### src/rtl/lvl_irq_pkg.sv
package lvl_irq_pkg;
  localparam int LV_W = 3;
  typedef logic [LV_W-1:0] lv_t;
  typedef struct packed {
    lv_t  lv;
    logic ie;
    logic ir;
  } grp_cfg_t;
endpackage

### src/rtl/lvl_irq_edge.sv
module lvl_irq_edge #(
  parameter int W = 1
) (
  input  logic         clk_i,
  input  logic         rst_ni,
  input  logic [W-1:0] sig_i,
  output logic [W-1:0] rise_o
);
  logic [W-1:0] prev_q;
  always_ff @(posedge clk_i or negedge rst_ni)
    if (!rst_ni) prev_q <= '0;
    else         prev_q <= sig_i;
  assign rise_o = sig_i & ~prev_q;
endmodule

### src/rtl/lvl_irq_grp.sv
module lvl_irq_grp import lvl_irq_pkg::*; (
  input  logic        clk_i,
  input  logic        rst_ni,
  input  logic        wr_i,
  input  logic [1:0]  be_i,
  input  lv_t         wlv_i,
  input  logic        wie_i,
  input  logic        wir_i,
  input  logic        set_i,
  output grp_cfg_t    cfg_o,
  output logic [15:0] rdata_o
);
  grp_cfg_t q;
  always_ff @(posedge clk_i or negedge rst_ni) begin
    if (!rst_ni) q <= '0;
    else begin
      if (wr_i && be_i[1]) begin
        q.lv <= wlv_i;
        q.ie <= wie_i;
      end
      // new edge beats software clear
      if (set_i)                              q.ir <= 1'b1;
      else if (wr_i && be_i[0] && wir_i)      q.ir <= 1'b0;
    end
  end
  assign cfg_o   = q;
  assign rdata_o = {1'b0, q.lv, 3'b000, q.ie, 3'b000, q.ir, 3'b000, q.ir & q.ie};
endmodule

### src/rtl/lvl_irq_arb.sv
module lvl_irq_arb import lvl_irq_pkg::*; #(
  parameter int NUM_GRP = 20,
  parameter int GW      = $clog2(NUM_GRP)
) (
  input  grp_cfg_t        cfg_i [NUM_GRP-1:2],
  output logic            found_o,
  output logic [GW-1:0]   grp_o,
  output lv_t             lv_o
);
  always_comb begin
    found_o = 1'b0;
    grp_o   = '0;
    lv_o    = '0;
    // ascending scan; strict compare keeps lowest index on ties
    for (int g = 2; g < NUM_GRP; g++) begin
      if (cfg_i[g].ie && cfg_i[g].ir && (!found_o || cfg_i[g].lv < lv_o)) begin
        found_o = 1'b1;
        grp_o   = GW'(g);
        lv_o    = cfg_i[g].lv;
      end
    end
  end
endmodule

### src/rtl/lvl_irq_ctrl.sv
module lvl_irq_ctrl import lvl_irq_pkg::*; #(
  parameter int NUM_GRP   = 20,
  parameter int NUM_NMI   = 3,
  parameter int AW        = 9,
  parameter int BASE_ADDR = 'h100,
  parameter int GW        = $clog2(NUM_GRP)
) (
  input  logic               clk_i,
  input  logic               rst_ni,
  input  logic               bus_sel_i,
  input  logic               bus_we_i,
  input  logic [AW-1:0]      bus_addr_i,
  input  logic [1:0]         bus_be_i,
  input  logic [15:0]        bus_wdata_i,
  output logic [15:0]        bus_rdata_o,
  input  logic [NUM_GRP-1:2] mreq_i,
  input  logic [NUM_NMI-1:0] nmi_src_i,
  input  logic               flag_we_i,
  input  logic               flag_ie_i,
  input  logic [LV_W-1:0]    flag_im_i,
  output logic               cpu_ie_o,
  output logic [LV_W-1:0]    cpu_im_o,
  input  logic               irq_ack_i,
  output logic               irq_valid_o,
  output logic [GW-1:0]      irq_group_o,
  output logic [LV_W-1:0]    irq_level_o
);
  localparam logic [AW-1:0] BASE = AW'(BASE_ADDR);

  // address decode
  logic [AW-1:0] off;
  logic [GW-1:0] idx;
  logic          hit, wr;
  assign off = bus_addr_i - BASE;
  assign idx = off[GW+1:2];
  assign hit = (bus_addr_i >= BASE) && (off[1:0] == 2'b00) &&
               (32'(off[AW-1:2]) < NUM_GRP);
  assign wr  = bus_sel_i && bus_we_i && hit;

  logic unused_wdata;
  assign unused_wdata = ^{bus_wdata_i[15], bus_wdata_i[11:9], bus_wdata_i[7:5], bus_wdata_i[3]};

  // request edges
  logic [NUM_GRP-1:2] mrise;
  logic [NUM_NMI-1:0] nrise;
  lvl_irq_edge #(.W(NUM_GRP-2)) u_medge (.clk_i, .rst_ni, .sig_i(mreq_i),    .rise_o(mrise));
  lvl_irq_edge #(.W(NUM_NMI))   u_nedge (.clk_i, .rst_ni, .sig_i(nmi_src_i), .rise_o(nrise));

  // maskable group registers
  grp_cfg_t    cfg    [NUM_GRP-1:2];
  logic [15:0] rd_arr [NUM_GRP];

  for (genvar g = 2; g < NUM_GRP; g++) begin : g_grp
    lvl_irq_grp u_grp (
      .clk_i, .rst_ni,
      .wr_i   (wr && (idx == GW'(g))),
      .be_i   (bus_be_i),
      .wlv_i  (bus_wdata_i[14:12]),
      .wie_i  (bus_wdata_i[8]),
      .wir_i  (bus_wdata_i[4]),
      .set_i  (mrise[g]),
      .cfg_o  (cfg[g]),
      .rdata_o(rd_arr[g])
    );
  end

  // non-maskable group 0
  logic [NUM_NMI-1:0] nmi_q;
  logic               nmi_clr_en;
  assign nmi_clr_en = wr && (idx == '0) && bus_be_i[0];
  always_ff @(posedge clk_i or negedge rst_ni)
    if (!rst_ni) nmi_q <= '0;
    else         nmi_q <= nrise | (nmi_q & ~({NUM_NMI{nmi_clr_en}} & bus_wdata_i[NUM_NMI-1:0]));

  assign rd_arr[0]   = 16'(nmi_q);
  assign rd_arr[1]   = '0;
  assign bus_rdata_o = hit ? rd_arr[idx] : '0;

  // arbitration
  logic          found;
  logic [GW-1:0] best_grp;
  lv_t           best_lv;
  lvl_irq_arb #(.NUM_GRP(NUM_GRP), .GW(GW)) u_arb (
    .cfg_i(cfg), .found_o(found), .grp_o(best_grp), .lv_o(best_lv)
  );

  // processor flags
  logic ie_q;
  lv_t  im_q;
  always_ff @(posedge clk_i or negedge rst_ni) begin
    if (!rst_ni) begin
      ie_q <= 1'b0;
      im_q <= '0;
    end else begin
      if (irq_ack_i && irq_valid_o) ie_q <= 1'b0;
      else if (flag_we_i)           ie_q <= flag_ie_i;
      if (flag_we_i)                im_q <= flag_im_i;
    end
  end
  assign cpu_ie_o = ie_q;
  assign cpu_im_o = im_q;

  // request to processor
  logic nmi_pend, mask_ok;
  assign nmi_pend    = |nmi_q;
  assign mask_ok     = found && ie_q && (best_lv < im_q);
  assign irq_valid_o = nmi_pend || mask_ok;
  assign irq_group_o = nmi_pend ? '0 : (mask_ok ? best_grp : '0);
  assign irq_level_o = nmi_pend ? '0 : (mask_ok ? best_lv  : '0);
endmodule

### config.mk
export PLATFORM = sky130hd
export DESIGN_NAME = lvl_irq_ctrl
export DESIGN_NICKNAME = d
export VERILOG_FILES = /design/src/rtl/lvl_irq_pkg.sv /design/src/rtl/lvl_irq_edge.sv /design/src/rtl/lvl_irq_grp.sv /design/src/rtl/lvl_irq_arb.sv /design/src/rtl/lvl_irq_ctrl.sv
export SDC_FILE = /design/constraint.sdc
export NUM_CORES = 1
export LEC_CHECK = 0
export BUFFER_PORTS_ARGS = -buffer_cell sky130_fd_sc_hd__buf_2
export CAP_MARGIN = 20
export CORE_MARGIN = 4
export CORE_UTILIZATION = 50
export CTS_CLUSTER_SIZE = 24
export DETAILED_ROUTE_END_ITERATION = 6
export PLACE_DENSITY_LB_ADDON = 0.12
export SLEW_MARGIN = 20
export SYNTH_ARGS = -nofsm -noshare
export SYNTH_HDL_FRONTEND = slang
export SYNTH_HIERARCHICAL = 1
export SYNTH_SLANG_ARGS = --single-unit
export TNS_END_PERCENT = 100
### constraint.sdc
create_clock -name clk_i -period 37.5 [get_ports clk_i]
set_input_delay 7.5 -clock clk_i [delete_from_list [all_inputs] [get_ports clk_i]]
set_output_delay 7.5 -clock clk_i [all_outputs]
set_load 0.03 [all_outputs]
Word-level counts from Yosys, hierarchy flattened
Cells that the tools add are included.
{ "word_totals": {"word_cells": 399, "regBits": 118} }
{ "classes": {"order_cmp": 21, "reduce_logical": 173, "n_bitwise": 27, "n_mux": 100, "add_sub_neg": 1, "eq_ne": 18} }
{ "ops": {"columns": ["cell", "n"], "rows": [
  ["logical AND 1 bit", 116],
  ["binary-select mux 16 bit (select 5 bit)", 1],
  ["two-way mux 3 bit", 24],
  ["two-way mux 1 bit", 56],
  ["< comparator 3 bit", 18],
  ["two-way mux 16 bit", 3],
  ["== test 5 x 4 -> 1 bit (second input constant)", 8],
  ["nonzero test 2 bit", 19],
  ["two-way mux 4 bit", 8],
  ["two-way mux 5 bit", 6],
  ["== test 5 x 3 -> 1 bit (second input constant)", 4],
  ["== test 5 bit (second input constant)", 4],
  ["AND 1 bit", 18],
  ["AND 18 bit", 1],
  ["logical OR 1 bit", 18],
  ["inverter 18 bit", 1],
  ["zero test 1 bit", 17],
  ["== test 5 x 2 -> 1 bit (second input constant)", 2],
  ["AND 3 bit", 3],
  ["greater-or-equal comparator 9 bit (second input constant)", 1],
  ["subtractor 9 bit (second input constant)", 1],
  ["< comparator 7 x 5 -> 1 bit (second input constant)", 1],
  ["greater-or-equal comparator 6 bit (second input constant)", 1],
  ["inverter 3 bit", 2],
  ["6 further kinds", 7]
]} }

Logic depth before layout (Yosys ltp)
{ "logic_depth": {"word_depth": 75, "depth_mapped": 131, "depth_no_buf": 129} }

By module
The synthesis kept the hierarchy.
{ "modules_own_cells": {"columns": ["module", "cells_each", "area_per_inst_um2", "seq_area_each_um2", "instances"], "rows": [
  ["lvl_irq_grp", 29, 326.6, 125.1, 18],
  ["lvl_irq_ctrl", 320, 3080.5, 175.2, 1],
  ["lvl_irq_arb", 444, 3011.6, 0.0, 1],
  ["lvl_irq_edge (u_medge)", 36, 698.2, 450.4, 1],
  ["lvl_irq_edge (u_nedge)", 6, 116.4, 75.1, 1]
]} }

Least setup slack after synthesis
Ideal clock, no wire load.
{ "synth_timing": {"kind": "register -> output", "startpoint": "register g_grp[2].u_grp.q, in the netlist g_grp[2].u_grp/cfg_o[0]", "endpoint": "output irq_group_o[0]", "t_arrival_ps": 22077, "slack_ps": 7923, "path_buffers": 1, "path_stages_with_launch": 123, "cell_sequence": "dfrtp_1 and2_1 nand2_1 ha_1 and2_1 a311oi_1 a31oi_1 a22oi_1 ha_1 a21o_1 a21oi_1 o21ai_0 o21ai_0 ha_1 a21oi_1 o21ai_0 a21oi_1 mux2_2 (+87 left out) mux2_2 inv_1 ha_1 o21ai_0 a21oi_1 nor2_1 a41oi_4 mux2i_1 ha_1 a2111oi_0 and2_1 a31oi_4 mux2i_1 ha_1 a21o_1 a211o_1 nor4_4 and2_1"} }
{ "synth_via": {"elab_chain_len": 74} }
{ "synth_lines": {"columns": ["item", "line", "source"], "rows": [
  ["start: declaration", "lvl_irq_grp.sv:13", "grp_cfg_t q;"],
  ["logical AND 1 bit (*)", "lvl_irq_arb.sv:16", "if (cfg_i[g].ie && cfg_i[g].ir && (!found_o || cfg_i[g].lv < lv_o)) begin"],
  ["two-way mux 3 bit or two-way mux 1 bit (tied branches)", "lvl_irq_arb.sv:16", null],
  ["< comparator 3 bit or zero test 1 bit (tied branches)", "lvl_irq_arb.sv:16", null],
  ["logical OR 1 bit", "lvl_irq_arb.sv:16", null],
  ["logical AND 1 bit", "lvl_irq_arb.sv:16", null],
  ["two-way mux 3 bit or two-way mux 1 bit (tied branches)", "lvl_irq_arb.sv:16", null],
  ["< comparator 3 bit or zero test 1 bit (tied branches)", "lvl_irq_arb.sv:16", null],
  ["logical OR 1 bit", "lvl_irq_arb.sv:16", null],
  ["(+58 left out)", null, null],
  ["< comparator 3 bit or zero test 1 bit (tied branches)", "lvl_irq_arb.sv:16", null],
  ["logical OR 1 bit", "lvl_irq_arb.sv:16", null],
  ["logical AND 1 bit", "lvl_irq_arb.sv:16", null],
  ["two-way mux 3 bit (*)", "lvl_irq_arb.sv:16", null],
  ["net best_lv[1]", "lvl_irq_ctrl.sv:82", "lv_t best_lv;"],
  ["< comparator 3 bit (*)", "lvl_irq_ctrl.sv:106", "assign mask_ok = found && ie_q && (best_lv < im_q);"],
  ["logical AND 1 bit (*)", "lvl_irq_ctrl.sv:106", null],
  ["two-way mux 5 bit (*) (2 in series)", "lvl_irq_ctrl.sv:108", "assign irq_group_o = nmi_pend ? '0 : (mask_ok ? best_grp : '0);"],
  ["end: declaration", "lvl_irq_ctrl.sv:25", "output logic [GW-1:0] irq_group_o,"]
]} }
The timed path passes the listed nets; every way through them passes the cells marked *.

Worst setup path in the final report
{ "layout_timing": {"startpoint": "register g_grp[2].u_grp.q, in the netlist g_grp[2].u_grp/cfg_o[1]", "endpoint": "output irq_group_o[4]"} }
The elaborated chain is that of the path after synthesis.

==> metrics.yaml <==
grt:
  antenna_found_initial: 1
  grt_usage_pct: 21.8
  grt_pass1_vias: 8658
  grt_max_degree: 67
  grt-ovfl-total: 0
  grt_pass1_wl_um: 49300
setup_path:
  crit_top_cell: "ha_1"
  critPathMaxStageDelay_ns: 0.60
  crit_path_end_kind: "output pin"
  crit_type: "reg2out"
  crit_fanout: 8
  cp_data_arrival_time_ns: 26.13
  start_kind: "register"
  cp_slowest_cell: "or4b_2"
  worst-path-buf-inv: 12
  critPathRequiredTime_ns: 30.00
  cp_top_family: "compound AO/OA/AOI/OAI gates"
sta:
  final_min_period_over_clock_period_pct: 89.7
  max_clock_freq_mhz: 29.7
  finalSetupTns_ns: 0
  whs_ns: 0.531
  finalSetupViolCount: 0
  rsz0062_at_grt: "no"
  slew_viol_final: 0
  period_needed_ns: 33.63
  relSlewSlack_pct: 38.3
  hold_viol: 0
  worst_slew_pin_slew_ns: 0.923
  skew_ns: 0.0130
  layout_setup_ws_ns: 3.87
clock_tree:
  cts_resized: 0
  clockBufferDepth: 2
  cts_hold_buf: 0
  cts_made_buffers: 17
  cts.sinks: 118
  cts_tree: "built"
  worstSkewPairLatency_ns: 0.43
  cts_setup_buffers: 0
  htreeDepth: 4
  clk_pin_slew_ns: 0.06
  cts_root_buffer: "clkbuf_16"
floorplan:
  die-area_sq_um: 28200
  rows: 58
  io_pins: 87
  die_h_um: 168
  core_sq_um: 25200
  die_w_um: 168
  initial_utilization_pct: 50.8
detailed_routing:
  vias: 9098
  wl_met2_um: 13800
  top_layer: "met4"
  dr_wl_met3_um: 1880
  drt_iter0_drc: 691
  wirelength_um: 30700
  postRouteAntennaNets: 0
  wire_per_inst_um: 18.8
  first_pass_iters: 5
  vias_per_cell: 5.57
  drcViolationCount: 0
  drt-met1-wl_um: 14500
power_and_ir_drop:
  power.internal_mw: 0.243
  switching_share_pct: 29.6
  vdd_drop_max_v: 0.0000251
  powerDensity_nw_per_um2: 27.6
  seqPwrFrac_pct: 38.1
  p_switching_mw: 0.102
  comb_power_share_pct: 15.2
  pwr-share-clk_pct: 46.7
  leakage_nw: 5.86
logic_synthesis:
  seq_area_frac_synth_pct: 23.1
  syn_inst: 1328
  syn_area_sq_um: 12800
  avgSynthCellArea_sq_um: 9.63
  yosysWarningCount: 6
  synth_flop_cell: "dfrtp_1"
  ys_ff_latch: 118
  synth_edf_count: 0
  ys_types: 92
  async_reset_ff_share_pct: 100
layout:
  final_cell_mix: "conb_1, dfrtp_1, nand2_1"
  design_area_sq_um: 12500
  layout_commonest_cell: "conb_1"
  layout-drive-gt1-share_pct: 24.6
  syn_to_final_growth_pct: -1.91
  final_nets: 1373
placement:
  place_area_sq_um: 12000
  dp_slack_ns: 4.67
  gp_congestion: 0.832
  io_buffers: 78
  dp_hpwl_um: 22200
status:
  outcome: "finished, final reports clean"
run:
  maxCapViolations: 0
hold_path:
  min-delay-path-class: "reg2reg"
[worst paths after layout]
| path | to | slack, ns | from | cells past startpoint |
|---|---|---|---|---|
| max | irq_group_o[4] | 3.87 | g_grp[2].u_grp/cfg_o[1] | 122 |
| min | g_grp[10].u_grp/cfg_o[0] | 0.53 | g_grp[10].u_grp/cfg_o[0] | 1 |
| max reg2reg | cpu_ie_o | 12.26 | g_grp[2].u_grp/cfg_o[1] | 121 |
| min reg2reg | g_grp[10].u_grp/cfg_o[0] | 0.53 | g_grp[10].u_grp/cfg_o[0] | 1 |
| max in group asynchronous | g_grp[13].u_grp/cfg_o[1] | 29.01 | rst_ni | 2 |
| min in group asynchronous | u_medge/prev_q[13] | 7.14 | rst_ni | 1 |
[area by class of cell]
class / count / area, sq um
tap: 330 / 413
multi-input combinational: 1030 / 8020
timing repair buffer: 84 / 442
clock buffer: 17 / 425
fill: 2370 / 12600
clock inverter: 15 / 144
antenna: 1 / 2.50
sequential: 118 / 2950
inverter: 37 / 139
[sequential cells by signal, indices dropped and copies added, names as in the netlist]
register / flops
cpu_ie_o: 1
cpu_im_o: 3
g_grp.u_grp/cfg_o: 90
nmi_q: 3
u_medge/prev_q: 18
u_nedge/prev_q: 3
[power groups by stage]
stage               sequential (mW)  clock (mW)  combinational, mW
finish                        0.132       0.162             0.0525
detailed placement            0.134           0             0.0517
global route                  0.132       0.170             0.0581
global placement              0.134           0             0.0515
floorplan                     0.134           0             0.0502
CTS                           0.132       0.164             0.0519
[per-layer routing]
layer	vias to the layer above	global-route usage, %
met2	295	33.1
met4	0	4.76
met5	-	0
met3	37	4.74
li1	4307	-
met1	4459	32.0
[cells by family after synthesis]
logic type,after synthesis,synth area share (%)
AND/OR/NAND/NOR,351,15.9
buffers and inverters,342,18.9
AO/OA/AOI/OAI,281,16.4
multiplexers,191,22.5
flip-flops,118,23.1
adder cells (fa/ha/maj),27,2.64
other,18,0.528
[synth_stat cells (5+ instances only)]
master      n  area, sq um
mux4_1     12          315
and3_1      9         56.3
or2_2       6         37.5
nand2b_1   24          150
nand3_1    33          165
mux2_2     12          135
nor2_1     55          206
nand2_2    18          113
a21oi_1    45          225
o31ai_1    14          105
ha_1       27          338
a22oi_1     5         37.5
nor2b_4    21          289
a31o_2      5         43.8
o21ai_1     8         40.0
buf_6       5         56.3
mux2i_1    62          621
o21ai_0    33          165
a211oi_1    7         52.6
nand4_1     8         50.1
nor3_1     29          145
conb_1     18         67.6
a211o_1     6         52.6
a21o_1     38          285
and2_1     36          225
o21a_1      7         52.6
buf_4     273         2050
buf_2      13         65.1
mux4_2     31          698
a31oi_1    10         62.6
nor2b_1     6         37.5
clkbuf_1    7         26.3
dfrtp_1   118         2950
nand2_1    80          300
inv_1      37          139
o22ai_1    32          200
o211ai_1    5         37.5
mux2_4     74         1110
[stage by stage]
step / total power [mW] / utilization (%) / std cells
detailed placement: 0.186 / 47.5 / 1598
global route: 0.360 / 49.8 / 1632
floorplan: 0.185 / - / 1490
CTS: 0.347 / 49.8 / 1630
global placement: 0.185 / 47.5 / 1598
finish: 0.346 / 49.8 / 1632
Note: power is estimated with default switching activity, not from simulation.
